## config.mk

```make
export PLATFORM = sky130hd
export DESIGN_NAME = amseq_top
export DESIGN_NICKNAME = d
export VERILOG_FILES = /design/src/rtl/amseq_pkg.sv /design/src/rtl/amseq_ctrl.sv /design/src/rtl/amseq_path.sv /design/src/rtl/amseq_top.sv
export SDC_FILE = /design/constraint.sdc
export NUM_CORES = 1
export LEC_CHECK = 0
export BUFFER_PORTS_ARGS = -buffer_cell sky130_fd_sc_hd__buf_2
export CAP_MARGIN = 20
export CORE_MARGIN = 1.5
export CORE_UTILIZATION = 42
export CTS_BUF_LIST = sky130_fd_sc_hd__clkbuf_8
export DETAILED_ROUTE_END_ITERATION = 10
export GPL_TIMING_DRIVEN = 0
export PLACE_DENSITY = 0.66
export SLEW_MARGIN = 25
export SYNTH_ARGS = -nofsm -noshare
export SYNTH_HDL_FRONTEND = slang
export SYNTH_SLANG_ARGS = --single-unit
```

## constraint.sdc

```tcl
create_clock -name clk -period 7.8 [get_ports clk]
set_clock_uncertainty 0.05 [all_clocks]
set_input_delay 1.56 -clock clk [delete_from_list [all_inputs] [get_ports clk]]
set_output_delay 1.56 -clock clk [all_outputs]
set_load 0.01 [all_outputs]
```

## src/rtl/amseq_pkg.sv

```systemverilog
package amseq_pkg;

  typedef enum logic [3:0] {
    ST_IDLE,
    ST_REG,
    ST_BASE,
    ST_DEC,
    ST_IDX,
    ST_SUM,
    ST_PTR,
    ST_OPER,
    ST_DONE
  } state_t;

  localparam logic [2:0] PC_IDX = 3'd7;
  localparam logic [2:0] SP_IDX = 3'd6;

  // Byte-sized step only for general registers below the stack pointer
  function automatic logic small_step(input logic byte_m, input logic [2:0] r);
    small_step = byte_m && (r < SP_IDX);
  endfunction

  // Mode uses the register directly as an address (space follows register)
  function automatic logic direct_mode(input logic [2:0] m);
    direct_mode = (m == 3'd1) || (m == 3'd2) || (m == 3'd4);
  endfunction

endpackage

```

## src/rtl/amseq_ctrl.sv

```systemverilog
module amseq_ctrl
  import amseq_pkg::*;
(
  input  logic       clk,
  input  logic       rst_n,
  input  logic       req_valid,
  input  logic [2:0] req_mode,
  input  logic [2:0] req_reg,
  input  logic       req_byte,
  input  logic       req_read,
  input  logic       mem_ack,
  output state_t     state,
  output logic [2:0] mode_q,
  output logic [2:0] reg_q,
  output logic       byte_q,
  output logic       read_q,
  output logic       accept,
  output logic       mem_req,
  output logic       mem_dspace,
  output logic       mem_byte,
  output logic [2:0] rf_rd_idx,
  output logic       done,
  output logic       idle
);

  state_t nxt;
  logic   after_addr;   // state that follows once the address is known

  assign accept     = (state == ST_IDLE) && req_valid;
  assign after_addr = read_q ? 1'b1 : 1'b0;

  always_comb begin
    nxt = state;
    unique case (state)
      ST_IDLE: if (req_valid) begin
        unique case (req_mode)
          3'd0:                nxt = ST_REG;
          3'd1, 3'd2, 3'd3:    nxt = ST_BASE;
          3'd4, 3'd5:          nxt = ST_DEC;
          default:             nxt = ST_IDX;
        endcase
      end
      ST_REG:  nxt = ST_DONE;
      ST_BASE: nxt = (mode_q == 3'd3) ? ST_PTR : (after_addr ? ST_OPER : ST_DONE);
      ST_DEC:  nxt = (mode_q == 3'd5) ? ST_PTR : (after_addr ? ST_OPER : ST_DONE);
      ST_IDX:  if (mem_ack) nxt = ST_SUM;
      ST_SUM:  nxt = (mode_q == 3'd7) ? ST_PTR : (after_addr ? ST_OPER : ST_DONE);
      ST_PTR:  if (mem_ack) nxt = after_addr ? ST_OPER : ST_DONE;
      ST_OPER: if (mem_ack) nxt = ST_DONE;
      ST_DONE: nxt = ST_IDLE;
      default: nxt = ST_IDLE;
    endcase
  end

  always_ff @(posedge clk) begin
    if (!rst_n) begin
      state  <= ST_IDLE;
      mode_q <= '0;
      reg_q  <= '0;
      byte_q <= 1'b0;
      read_q <= 1'b0;
    end else begin
      state <= nxt;
      if (accept) begin
        mode_q <= req_mode;
        reg_q  <= req_reg;
        byte_q <= req_byte;
        read_q <= req_read;
      end
    end
  end

  logic reg_is_pc;
  assign reg_is_pc = (reg_q == PC_IDX);

  always_comb begin
    mem_req    = 1'b0;
    mem_dspace = 1'b0;
    mem_byte   = 1'b0;
    unique case (state)
      ST_IDX: begin
        mem_req    = 1'b1;
        mem_dspace = 1'b0;
      end
      ST_PTR: begin
        mem_req    = 1'b1;
        mem_dspace = (mode_q == 3'd7) ? 1'b1 : !reg_is_pc;
      end
      ST_OPER: begin
        mem_req    = 1'b1;
        mem_dspace = direct_mode(mode_q) ? !reg_is_pc : 1'b1;
        mem_byte   = byte_q;
      end
      default: ;
    endcase
  end

  assign rf_rd_idx = (state == ST_IDX) ? PC_IDX : reg_q;
  assign done      = (state == ST_DONE);
  assign idle      = (state == ST_IDLE);


  done_one_cycle_chk: assert property (@(posedge clk) disable iff (!rst_n)
    done |=> !done);


  busy_no_done_chk: assert property (@(posedge clk) disable iff (!rst_n)
    done |-> !idle && !mem_req);

endmodule

```

## src/rtl/amseq_path.sv

```systemverilog
module amseq_path
  import amseq_pkg::*;
#(
  parameter int DW = 16
) (
  input  logic          clk,
  input  logic          rst_n,
  input  state_t        state,
  input  logic [2:0]    mode_q,
  input  logic [2:0]    reg_q,
  input  logic          byte_q,
  input  logic          accept,
  input  logic          mem_ack,
  input  logic [DW-1:0] mem_rdata,
  input  logic [DW-1:0] rf_rd_data,
  output logic          rf_wr_en,
  output logic [2:0]    rf_wr_idx,
  output logic [DW-1:0] rf_wr_data,
  output logic [DW-1:0] mem_addr,
  output logic [DW-1:0] ea,
  output logic [DW-1:0] operand,
  output logic          is_reg
);

  localparam int BW = DW / 2;
  localparam logic [DW-1:0] WORD_STEP = DW'(2);
  localparam logic [DW-1:0] BYTE_STEP = DW'(1);

  function automatic logic [DW-1:0] step_of(input logic b, input logic [2:0] r);
    step_of = small_step(b, r) ? BYTE_STEP : WORD_STEP;
  endfunction

  function automatic logic [DW-1:0] lo_part(input logic [DW-1:0] v, input logic b);
    lo_part = b ? {{(DW-BW){1'b0}}, v[BW-1:0]} : v;
  endfunction

  logic [DW-1:0] ptr_q, ea_q, opnd_q;
  logic          isreg_q;
  logic [DW-1:0] inc_amt, dec_amt, inc_val, dec_val, sum_val;

  assign inc_amt = (mode_q == 3'd3) ? WORD_STEP : step_of(byte_q, reg_q);
  assign dec_amt = (mode_q == 3'd5) ? WORD_STEP : step_of(byte_q, reg_q);
  assign inc_val = rf_rd_data + inc_amt;
  assign dec_val = rf_rd_data - dec_amt;
  assign sum_val = rf_rd_data + ptr_q;

  always_comb begin
    rf_wr_en   = 1'b0;
    rf_wr_idx  = reg_q;
    rf_wr_data = inc_val;
    unique case (state)
      ST_BASE: rf_wr_en = (mode_q == 3'd2) || (mode_q == 3'd3);
      ST_DEC: begin
        rf_wr_en   = 1'b1;
        rf_wr_data = dec_val;
      end
      ST_IDX: begin
        rf_wr_en   = mem_ack;
        rf_wr_idx  = PC_IDX;
        rf_wr_data = rf_rd_data + WORD_STEP;
      end
      default: ;
    endcase
  end

  always_comb begin
    unique case (state)
      ST_IDX:  mem_addr = rf_rd_data;
      ST_PTR:  mem_addr = ptr_q;
      ST_OPER: mem_addr = ea_q;
      default: mem_addr = '0;
    endcase
  end

  always_ff @(posedge clk) begin
    if (!rst_n) begin
      ptr_q   <= '0;
      ea_q    <= '0;
      opnd_q  <= '0;
      isreg_q <= 1'b0;
    end else if (accept) begin
      ea_q    <= '0;
      opnd_q  <= '0;
      isreg_q <= 1'b0;
    end else begin
      unique case (state)
        ST_REG: begin
          opnd_q  <= lo_part(rf_rd_data, byte_q);
          isreg_q <= 1'b1;
        end
        ST_BASE: if (mode_q == 3'd3) ptr_q <= rf_rd_data;
                 else                ea_q  <= rf_rd_data;
        ST_DEC:  if (mode_q == 3'd5) ptr_q <= dec_val;
                 else                ea_q  <= dec_val;
        ST_IDX:  if (mem_ack) ptr_q <= mem_rdata;
        ST_SUM:  if (mode_q == 3'd7) ptr_q <= sum_val;
                 else                ea_q  <= sum_val;
        ST_PTR:  if (mem_ack) ea_q <= mem_rdata;
        ST_OPER: if (mem_ack) opnd_q <= lo_part(mem_rdata, byte_q);
        default: ;
      endcase
    end
  end

  assign ea      = ea_q;
  assign operand = opnd_q;
  assign is_reg  = isreg_q;

endmodule

```

## src/rtl/amseq_top.sv

```systemverilog
module amseq_top
  import amseq_pkg::*;
#(
  parameter int DW = 16
) (
  input  logic          clk,
  input  logic          rst_n,
  input  logic          req_valid,
  input  logic [2:0]    req_mode,
  input  logic [2:0]    req_reg,
  input  logic          req_byte,
  input  logic          req_read,
  output logic          idle,
  output logic          done,
  output logic [DW-1:0] ea,
  output logic [DW-1:0] operand,
  output logic          is_reg,
  output logic [2:0]    rf_rd_idx,
  input  logic [DW-1:0] rf_rd_data,
  output logic          rf_wr_en,
  output logic [2:0]    rf_wr_idx,
  output logic [DW-1:0] rf_wr_data,
  output logic          mem_req,
  output logic [DW-1:0] mem_addr,
  output logic          mem_dspace,
  output logic          mem_byte,
  input  logic          mem_ack,
  input  logic [DW-1:0] mem_rdata
);

  localparam int BW = DW / 2;

  state_t     state;
  logic [2:0] mode_q, reg_q;
  logic       byte_q, read_q, accept;

  amseq_ctrl u_ctrl (
    .clk        (clk),
    .rst_n      (rst_n),
    .req_valid  (req_valid),
    .req_mode   (req_mode),
    .req_reg    (req_reg),
    .req_byte   (req_byte),
    .req_read   (req_read),
    .mem_ack    (mem_ack),
    .state      (state),
    .mode_q     (mode_q),
    .reg_q      (reg_q),
    .byte_q     (byte_q),
    .read_q     (read_q),
    .accept     (accept),
    .mem_req    (mem_req),
    .mem_dspace (mem_dspace),
    .mem_byte   (mem_byte),
    .rf_rd_idx  (rf_rd_idx),
    .done       (done),
    .idle       (idle)
  );

  amseq_path #(.DW(DW)) u_path (
    .clk        (clk),
    .rst_n      (rst_n),
    .state      (state),
    .mode_q     (mode_q),
    .reg_q      (reg_q),
    .byte_q     (byte_q),
    .accept     (accept),
    .mem_ack    (mem_ack),
    .mem_rdata  (mem_rdata),
    .rf_rd_data (rf_rd_data),
    .rf_wr_en   (rf_wr_en),
    .rf_wr_idx  (rf_wr_idx),
    .rf_wr_data (rf_wr_data),
    .mem_addr   (mem_addr),
    .ea         (ea),
    .operand    (operand),
    .is_reg     (is_reg)
  );

  // Assertion support: memory activity seen since the request was taken
  logic mem_seen;
  always_ff @(posedge clk) begin
    if (!rst_n)        mem_seen <= 1'b0;
    else if (accept)   mem_seen <= 1'b0;
    else if (mem_req)  mem_seen <= 1'b1;
  end


  reg_no_mem_chk: assert property (@(posedge clk) disable iff (!rst_n)
    done && is_reg |-> !mem_seen);


  req_hold_chk: assert property (@(posedge clk) disable iff (!rst_n)
    mem_req && !mem_ack |=> mem_req && $stable(mem_addr) && $stable(mem_dspace));


  byte_mask_chk: assert property (@(posedge clk) disable iff (!rst_n)
    done && byte_q |-> operand[DW-1:BW] == '0);


  no_read_chk: assert property (@(posedge clk) disable iff (!rst_n)
    done && !read_q && !is_reg |-> operand == '0);

endmodule

```

==> results.yml <==
worst_setup_path:
  worstSetupStartpointType: "primary input"
  regToRegStartpoint: "u_ctrl.byte_q"
  critical_path_class: "in2out"
  worstPathCellList: "buf_2 -> clkbuf_1 -> inv_1 -> fa_1 -> or4b_1 -> clkbuf_1 -> nor4b_1 -> mux2i_1 -> or3_1 -> buf_2"
  critPathArrivalTime_ns: 4.33
  worst-path-buf-inv: 5
  cpPeakStageDelay_ns: 0.45
  end_kind: "output pin"
  crit_fanout: 10
  slowest_stage: "or4b_1"
  r2r_slack_ns: 4.07
  path_delay_family: "simple AND/OR/NAND/NOR gates"
  r2r_end: "u_path.ptr_q[12]"
  worstRegToRegCells: 13
  crit_required_ns: 6.19
sta:
  slew_violations: 0
  post-route-period-util: 0.7621
  relSlewSlack: 0.3925
  tightest_slew_ns: 0.9112
  setup_tns_ns: 0
  rsz0062_at_grt: "no"
  hold_violations: 0
  timing.fmax_mhz: 168.2
  setup_viol: 0
  whs_ns: 0.4359
  min_period_ns: 5.944
global_routing:
  grt_first_pass_wirelength_um: 34140
  grt_use_total: 0.3109
  grt_pass1_vias: 6130
  grt_max_degree: 12
  grt_overflow: 0
  antenna_found_initial: 0
power:
  switchingPower_uw: 840.1
  internal-power_uw: 856.4
  p_per_area_nw_per_um2: 259.8
  power_frac_comb: 0.576
  ir_drop_uv: 139.3
  pwr-share-seq: 0.267
  pwr-share-clk: 0.157
  swShare: 0.4952
  p_leak_uw: 0.002774
cts:
  htreeDepth: 3
  cts_root_buf: "clkbuf_8"
  clockBufferDepth: 2
  clk_pin_slew_ns: 0.07
  cts_hold_repair.buffers: 0
  cts-buffers-inserted: 9
  clkLatencyLatePin_ns: 0.38
  cts_resized: 0
  cts_tree: "done"
  cts_sinks: 61
  postCtsSetupBuffers: 0
drt:
  vias: 6956
  ant_nets: 0
  drt-pass1-iter-count: 7
  wl_per_cell_um: 20.13
  routed_wl_um: 22060
  viasPerCell: 6.347
  drt_iter0_drc: 946
  drc: 0
worst_hold_path:
  min_from: "u_ctrl.reg_q[0]"
  hp-class: "reg2reg"
  hold_depth: 2
  min_to: "u_ctrl.reg_q[0]"
logic_synthesis:
  synth_ff_type: "dfxtp_1"
  netlist_area_um2: 5543
  synth_seq_cells: 61
  synth-seq-area-share: 0.2203
  synthArstFlopShare: 0
  yosysWarnings: 0
  syn_avg_cell_area_um2: 7.025
  synth_edf_count: 0
  syn_nets: 857
  netlist_instances: 789
  synth.distinct_cells: 72
final_layout:
  area_delta_synth_final_pct: 17.81
  diodes: 0
  drive_above_1_share: 0.1840
  fin_util: 0.5112
  nFillCells: 1361
  finalNetCount: 987
placed_design:
  dp_hpwl_um: 16840
  port_buffers: 119
  gp_congestion: 0.9734
die:
  rows: 41
  die_width_um: 117.9
  initial_core_util: 0.4339
  coreArea_um2: 12770
  die_area_um2: 13900
  io_pins: 121
  die_h_um: 117.9
run:
  cap_viol_max_count: 0
outcome:
  outcome: "completed"
## worst max path at each step
stage / startpoint / end / slack (ns) / cells after the start
final: rf_rd_data[1] / rf_wr_data[12] / 1.86 / 10
after detailed placement: rf_rd_data[1] / rf_wr_data[12] / 1.88 / 10
after floorplan: rf_rd_data[1] / rf_wr_data[12] / 2.57 / 8
after CTS: rf_rd_data[1] / rf_wr_data[12] / 1.89 / 10
after global placement: rf_rd_data[1] / rf_wr_data[12] / 1.90 / 10
after global routing: rf_rd_data[1] / rf_wr_data[12] / 1.72 / 10
## power groups by stage
stage	logic, µW	clock network, µW	registers, µW
floorplan	651	0	445
global placement	942	0	455
detailed placement	947	0	456
CTS	952	263	449
global route	1070	279	458
finish	977	267	453
## cell families after synthesis
logic type                 count (synthesis)  share of synthesized area
adders and majority gates                 24                    0.05824
DFF                                       61                     0.2203
buffers and inverters                    100                    0.07381
and+or+nand+nor                          296                     0.2605
muxes                                     10                    0.01806
AOI/OAI and AO/OA                        274                     0.3312
xor gates and xnor gates                  24                    0.03792
## cell usage after synthesis, types with 10 or more instances
cell,count,share of area
nand2_1,105,0.071
a21oi_1,77,0.070
nor2_1,75,0.051
dfxtp_1,61,0.22
o21ai_0,53,0.048
clkbuf_1,52,0.035
inv_1,27,0.018
nor3_1,22,0.020
ha_1,21,0.047
nand3_1,20,0.018
a221oi_1,17,0.027
xnor2_1,16,0.025
a222oi_1,15,0.027
buf_2,15,0.014
a311oi_1,12,0.019
a31oi_1,12,0.014
a21o_1,11,0.015
o211ai_1,11,0.015
a211oi_1,10,0.014
and3_1,10,0.011
mux2i_1,10,0.018
or3_1,10,0.011
## metrics by stage
step | total power [µW] | std cells | setup WS (ns) | instance area (µm²)
floorplan | 1096 | 789 | 2.570 | 5543
global placement | 1398 | 1080 | 1.904 | 6354
detailed placement | 1403 | 1080 | 1.885 | 6354
CTS | 1664 | 1096 | 1.887 | 6530
global route | 1812 | 1096 | 1.724 | 6530
finish | 1696 | 1096 | 1.856 | 6530
## cell type report
type | instances | area (µm²) | area share
buffer | 72 | 304.0 | 0.04656
clock buffer | 10 | 137.6 | 0.02108
clock inverter | 6 | 38.79 | 0.005940
inverter | 28 | 105.1 | 0.01610
multi-input combinational | 628 | 3913 | 0.5992
sequential | 61 | 1221 | 0.1870
tap | 172 | 215.2 | 0.03296
timing repair buffer | 119 | 595.6 | 0.09121
## layout by cell type, fill, tap and decap left out, types with 11 or more instances in the layout
cell type / n
buf_2: 134
nand2_1: 105
a21oi_1: 77
nor2_1: 75
dfxtp_1: 61
o21ai_0: 53
clkbuf_1: 52
inv_1: 27
nor3_1: 22
ha_1: 21
nand3_1: 20
a221oi_1: 17
xnor2_1: 16
a222oi_1: 15
a31oi_1: 12
a311oi_1: 12
a21o_1: 11
o211ai_1: 11
## worst register-to-register path: stages (launching register included)
cell and delay (ns):
dfxtp_1 0.35, clkbuf_1 0.36, nand3_1 0.36, inv_1 0.17
ha_1 0.18, fa_1 0.28, or4b_1 0.45, clkbuf_1 0.22
nor4b_1 0.41, mux2i_1 0.31, nor2_1 0.08, nand2_1 0.13
o221ai_1 0.11, a21oi_1 0.19
## per-layer routing
| layer | vias to the layer above | wire, µm | track usage |
|---|---|---|---|
| met5 | - | 0 | 0 |
| li1 | 3188 | - | - |
| met3 | 74 | 2222 | 0.05911 |
| met1 | 3230 | 9456 | 0.4308 |
| met2 | 464 | 9464 | 0.4733 |
| met4 | 0 | 914 | 0.1242 |
Power figures use the tool's default switching activity.
